==> src/rtl/wiper_pkg.sv <==
package wiper_pkg;

   // Command produced by the edge qualifier for one system cycle
   typedef enum logic [1:0] {
      STEP_HOLD = 2'd0,
      STEP_UP   = 2'd1,
      STEP_DOWN = 2'd2
   } step_cmd_e;

   // Midpoint code for a given position width
   function automatic int unsigned midscale(input int unsigned w);
      return (w == 0) ? 0 : (1 << (w - 1));
   endfunction

endpackage

==> src/rtl/wiper_sync.sv <==
module wiper_sync #(
   parameter int unsigned            WIDTH   = 1,
   parameter int unsigned            STAGES  = 2,
   parameter logic [WIDTH-1:0]       RST_VAL = '0
) (
   input  logic             clk,
   input  logic             rst_n,
   input  logic [WIDTH-1:0] d_i,
   output logic [WIDTH-1:0] q_o
);

   logic [WIDTH-1:0] stg [STAGES];

   always_ff @(posedge clk or negedge rst_n) begin
      if (!rst_n) stg[0] <= RST_VAL;
      else        stg[0] <= d_i;
   end

   for (genvar s = 1; s < STAGES; s++) begin : g_stage
      always_ff @(posedge clk or negedge rst_n) begin
         if (!rst_n) stg[s] <= RST_VAL;
         else        stg[s] <= stg[s-1];
      end
   end

   assign q_o = stg[STAGES-1];

endmodule

==> src/rtl/wiper_edge_qual.sv <==
module wiper_edge_qual
   import wiper_pkg::*;
(
   input  logic      clk,
   input  logic      rst_n,
   input  logic      cnt_clk_s,
   input  logic      cs_n_s,
   input  logic      dir_up_s,
   output step_cmd_e cmd_o
);

   // Previous count-clock sample. It resets low, so reset release
   // can never look like a falling edge.
   logic prev_q;
   logic fall;

   always_ff @(posedge clk or negedge rst_n) begin
      if (!rst_n) prev_q <= 1'b0;
      else        prev_q <= cnt_clk_s;
   end

   assign fall = prev_q & ~cnt_clk_s;

   // Chip select and direction are taken in the cycle of the fall only
   always_comb begin
      cmd_o = STEP_HOLD;
      if (fall && !cs_n_s) cmd_o = dir_up_s ? STEP_UP : STEP_DOWN;
   end

endmodule

==> src/rtl/wiper_sat_counter.sv <==
module wiper_sat_counter
   import wiper_pkg::*;
#(
   parameter int unsigned POS_W  = 7,
   parameter int unsigned PRESET = 64
) (
   input  logic             clk,
   input  logic             rst_n,
   input  step_cmd_e        cmd_i,
   output logic [POS_W-1:0] code_o,
   output logic             step_done_o
);

   localparam logic [POS_W-1:0] TOP_CODE = '1;
   localparam logic [POS_W-1:0] BOT_CODE = '0;
   localparam logic [POS_W-1:0] RST_CODE = POS_W'(PRESET);

   logic [POS_W-1:0] code_q, code_d;
   logic             done_q, done_d;

   always_comb begin
      code_d = code_q;
      done_d = 1'b0;
      unique case (cmd_i)
         STEP_UP: if (code_q != TOP_CODE) begin
            code_d = code_q + 1'b1;
            done_d = 1'b1;
         end
         STEP_DOWN: if (code_q != BOT_CODE) begin
            code_d = code_q - 1'b1;
            done_d = 1'b1;
         end
         default: ;
      endcase
   end

   always_ff @(posedge clk or negedge rst_n) begin
      if (!rst_n) begin
         code_q <= RST_CODE;
         done_q <= 1'b0;
      end else begin
         code_q <= code_d;
         done_q <= done_d;
      end
   end

   assign code_o      = code_q;
   assign step_done_o = done_q;

endmodule

==> src/rtl/wiper_tap_decode.sv <==
module wiper_tap_decode #(
   parameter int unsigned POS_W = 7,
   localparam int unsigned TAPS = 1 << POS_W
) (
   input  logic [POS_W-1:0] code_i,
   output logic [TAPS-1:0]  tap_sel_o
);

   for (genvar t = 0; t < TAPS; t++) begin : g_tap
      assign tap_sel_o[t] = (code_i == POS_W'(t));
   end

endmodule

==> src/rtl/wiper_updown_pot.sv <==
module wiper_updown_pot
   import wiper_pkg::*;
#(
   parameter int unsigned POS_W       = 7,
   parameter int unsigned SYNC_STAGES = 2,
   parameter int unsigned PRESET      = midscale(POS_W),
   localparam int unsigned TAPS       = 1 << POS_W
) (
   input  logic             clk,
   input  logic             rst_n,
   input  logic             cnt_clk_i,
   input  logic             cs_n_i,
   input  logic             dir_up_i,
   output logic [POS_W-1:0] code_o,
   output logic [TAPS-1:0]  tap_sel_o,
   output logic             step_done_o
);

   // Elaboration-time parameter checks
   if (POS_W < 1 || POS_W > 10) begin : g_bad_pos_w
      $error("wiper_updown_pot: POS_W must be 1..10");
   end
   if (SYNC_STAGES < 2) begin : g_bad_sync
      $error("wiper_updown_pot: SYNC_STAGES must be at least 2");
   end
   if (PRESET >= TAPS) begin : g_bad_preset
      $error("wiper_updown_pot: PRESET must be below 2**POS_W");
   end

   // Synchronized vector: {count clock, chip select, direction}
   // Reset values: clock low, deselected, down.
   logic [2:0] raw_in, sync_out;
   step_cmd_e  step_cmd;

   assign raw_in = {cnt_clk_i, cs_n_i, dir_up_i};

   wiper_sync #(
      .WIDTH   (3),
      .STAGES  (SYNC_STAGES),
      .RST_VAL (3'b010)
   ) u_sync (
      .clk   (clk),
      .rst_n (rst_n),
      .d_i   (raw_in),
      .q_o   (sync_out)
   );

   wiper_edge_qual u_qual (
      .clk       (clk),
      .rst_n     (rst_n),
      .cnt_clk_s (sync_out[2]),
      .cs_n_s    (sync_out[1]),
      .dir_up_s  (sync_out[0]),
      .cmd_o     (step_cmd)
   );

   wiper_sat_counter #(
      .POS_W  (POS_W),
      .PRESET (PRESET)
   ) u_cnt (
      .clk         (clk),
      .rst_n       (rst_n),
      .cmd_i       (step_cmd),
      .code_o      (code_o),
      .step_done_o (step_done_o)
   );

   wiper_tap_decode #(
      .POS_W (POS_W)
   ) u_dec (
      .code_i    (code_o),
      .tap_sel_o (tap_sel_o)
   );

endmodule

==> config.mk <==
export PLATFORM = sky130hd
export DESIGN_NAME = wiper_updown_pot
export DESIGN_NICKNAME = d
export VERILOG_FILES = /design/src/rtl/wiper_pkg.sv /design/src/rtl/wiper_sync.sv /design/src/rtl/wiper_edge_qual.sv /design/src/rtl/wiper_sat_counter.sv /design/src/rtl/wiper_tap_decode.sv /design/src/rtl/wiper_updown_pot.sv
export SDC_FILE = /design/constraint.sdc
export NUM_CORES = 1
export LEC_CHECK = 0
export ABC_AREA = 1
export CAP_MARGIN = 20
export CORE_UTILIZATION = 32
export DETAILED_ROUTE_END_ITERATION = 8
export PLACE_DENSITY = 0.89
export SKIP_CTS_REPAIR_TIMING = 1
export SYNTH_ARGS = -nofsm -noshare
export SYNTH_HDL_FRONTEND = slang
export SYNTH_SLANG_ARGS = --single-unit
==> constraint.sdc <==
create_clock -name clk -period 1.8 [get_ports clk]
set_input_delay 0.27 -clock clk [delete_from_list [all_inputs] [get_ports clk]]
set_output_delay 0.27 -clock clk [all_outputs]
set_load 0.01 [all_outputs]
==> out/results.tsv <==
stage	metric	value	unit
pwr	Leakage Power	0.00227	uW
timing	worst slew pin tran	458	ps
layout	commonest non-fill, non-tap cell in the layout	nor2_1	
clock_network	total CTS buffers	3	
detailed_routing	DR iter-0 viols	290	
layout	Filler cells	306	
detailed_routing	Vias	2901	
critical_path	Setup Crit Path Kind	reg -> out	
clock_network	Longest Clk Path Bufs	2	
layout	n_diodes	0	
critical_path	R2R depth	13	
timing	minimum clock period after layout	2170	ps
clock_network	clk_lat worst skew	260	ps
layout	Area growth, synth to finish	135	%
synthesis	cell count after synthesis	273	
synthesis	Mapped Area	1600	um^2
layout	cell area after layout	3770	um^2
layout	Post-Layout Cell Count	554	
floorplan	Die Area	5300	um^2
clock_network	Worst-path clk slew	70	ps
synthesis	synth warn	0	
synthesis	post-synthesis area per instance	5.87	um^2
timing	Final Cycle Share	120	%
pwr	Pwr Density	1280	nW/um^2
run_status	run status	finished, violations left	
place	Port-buffer cells	140	
place	DPL Wire Length	5860	um
critical_path	crit path max fanout	8	
clock_network	H-tree Lvls	1	
place	DP Area	3410	um^2
detailed_routing	WL/cell	18.2	um
timing	final hold vios	0	
critical_path	Critical path buffers and inverters	2	
hold_path	hold crit path type	in -> async	
grt	vias in the first global route	2263	
run	max_cap viols	0	
grt	initial antenna violation count	0	
detailed_routing	final wirelength	10100	um
floorplan	# rows	25	
layout	layout cells sized above 1	54.6	%
timing	final setup vio count	73	
detailed_routing	post-route ant nets	0	
timing	setup TNS	-8730	ps
grt	global-route wire length before repair	11200	um
run_status	failing checks	setup timing	
grt	met2 usage	50.9	%
grt	Most Crowded Layer GR	met2	
floorplan	Core Footprint	4790	um^2
place	placer congestion estimate	0.916	
timing	Highest Clock Rate	0.461	GHz
critical_path	CP delay by family, top	buffers and inverters	
clock_network	clk sinks	15	
timing	max-slew violations	0	
timing	Worst slew margin	69.4	%
layout	commonest cells after routing, fill and taps aside	100 x nor2_1, 54 x buf_2, 48 x buf_4	
critical_path	r2r setup slk	40	ps
clock_network	CTS tree	yes	
timing	Final WS setup	-369	ps
layout	Util after Layout	78.8	%
floorplan	Die Height	72.8	um
critical_path	Worst setup endpoint	tap_sel_o[62]	
grt	met1 Usage GRT	32.3	%
floorplan	die span in x	72.8	um
timing	clk_skew	3.27	ps
synthesis	Unique masters post-synth	26	
clock_network	Root Driver	clkbuf_8	
detailed_routing	drt drc	0	
critical_path	R2R Path End	u_cnt.code_o[6]$_DFFE_PN1P_	
synthesis	synthesis-stage register bit count	15	
floorplan	Starting Density	33.5	%
critical_path	worst-path cell chain	buf_4 > ha_4 > nand2_2 > nor2_1 > clkdlybuf4s50_1	
detailed_routing	drt pass-1 iters	5	
critical_path	Crit path depth	5	
critical_path	reg2reg start	u_cnt.code_o[4]$_DFFE_PN0P_	
grt	M3 GR Usage	3.59	%
layout	nets@finish	498	
critical_path	Critical Path AT	1900	ps
grt	Total Routing Usage GR	27.2	%
critical_path	critical path launch point	u_cnt.code_o[1]$_DFFE_PN0P_	
grt	largest net degree at the start of global routing	18	
critical_path	CP Launch Type	flop	
critical_path	slowest cell delay on critical path	550	ps
grt	GR Overflow Total	0	
timing	Fin Hold WS	297	ps
timing	unrepaired setup endpoints after global routing	yes	
floorplan	I/O pins	141	
synthesis	sequential-to-total area share from yosys stat	23.7	%
pwr	Max IR drop VDD	0.777	mV
synthesis	syn_nets	283	
place	placed cell count	518	
critical_path	CP max stage cell	clkdlybuf4s50_1	
critical_path	Worst EP required	1530	ps
detailed_routing	via density per instance	5.24	
critical_path	CP Capture Type	output port	
-- sequential cells by signal (all words and copies together) (netlist names) --
register and count:
u_cnt.code_o 7, u_sync.q_o 3, u_sync.stg 3, u_cnt.step_done_o 1
u_qual.prev_q 1
-- synthesized netlist by cell type (all sizes together) --
| library cell | instances | area (um^2) |
|---|---|---|
| nand3 | 18 | 120 |
| xor2 | 7 | 68.8 |
| clkbuf | 2 | 8.75 |
| xnor2 | 1 | 8.76 |
| dfrtp | 12 | 300 |
| ha | 5 | 62.6 |
| nand2 | 51 | 211 |
| o21ai | 6 | 41.3 |
| buf | 13 | 90.1 |
| nand4 | 2 | 12.5 |
| nor2 | 135 | 532 |
| inv | 18 | 67.6 |
| dfstp | 3 | 78.8 |
-- cell families after synthesis --
| kind of cell | synth area share, % |
|---|---|
| simple gates | 54.6 |
| fa+ha+maj | 3.90 |
| xor+xnor | 4.84 |
| flops | 23.7 |
| compound gates | 2.58 |
| buf+inv | 10.4 |
-- layer usage --
layer | vias to the layer above | wire length (um)
li1 | 1256 | -
met2 | 211 | 5070
met4 | 0 | 471
met1 | 1382 | 3680
met3 | 52 | 835
met5 | - | 0
-- worst min path at each step --
stage / cells past startpoint / slack, ps / end / startpoint
3_5_place_dp: 0 / 330 / u_sync.q_o[2]$_DFF_PN0_ / u_sync.stg[5]$_DFF_PN0_
6_report: 1 / 300 / u_cnt.code_o[5]$_DFFE_PN0P_ / rst_n
3_3_place_gp: 0 / 330 / u_sync.q_o[2]$_DFF_PN0_ / u_sync.stg[5]$_DFF_PN0_
2_1_floorplan: 0 / -30 / u_cnt.code_o[0]$_DFFE_PN0P_ / rst_n
4_1_cts: 1 / 300 / u_sync.stg[3]$_DFF_PN0_ / rst_n
5_1_grt: 1 / 320 / u_sync.stg[5]$_DFF_PN0_ / rst_n
-- layout make-up --
type                            instances  area (um^2)  share of cell area, %
Multi-Input combinational cell        226         1360                   35.9
Timing Repair inverter                  1         7.51                  0.199
Tap cell                               67         83.8                   2.22
Clock buffer                            3         41.3                   1.09
Clock inverter                          1         7.51                  0.199
Inverter                               18         75.1                   1.99
Sequential cell                        15          383                   10.1
Timing Repair Buffer                  223         1820                   48.2
-- report_power, final --
group / total (uW) / switching (uW) / internal (uW)
Combinational: 4000 / 2120 / 1870
Clock: 293 / 137 / 156
Sequential: 530 / 105 / 425
Total: 4820 / 2360 / 2460
-- per-stage QoR --
stage | power (uW) | setup WS [ps]
2_1_floorplan | 1770 | 148
3_3_place_gp | 2970 | -182
3_5_place_dp | 3040 | -226
4_1_cts | 3340 | -524
5_1_grt | 5040 | -412
6_report | 4820 | -369
No activity file was read; power rests on OpenSTA's default activity.
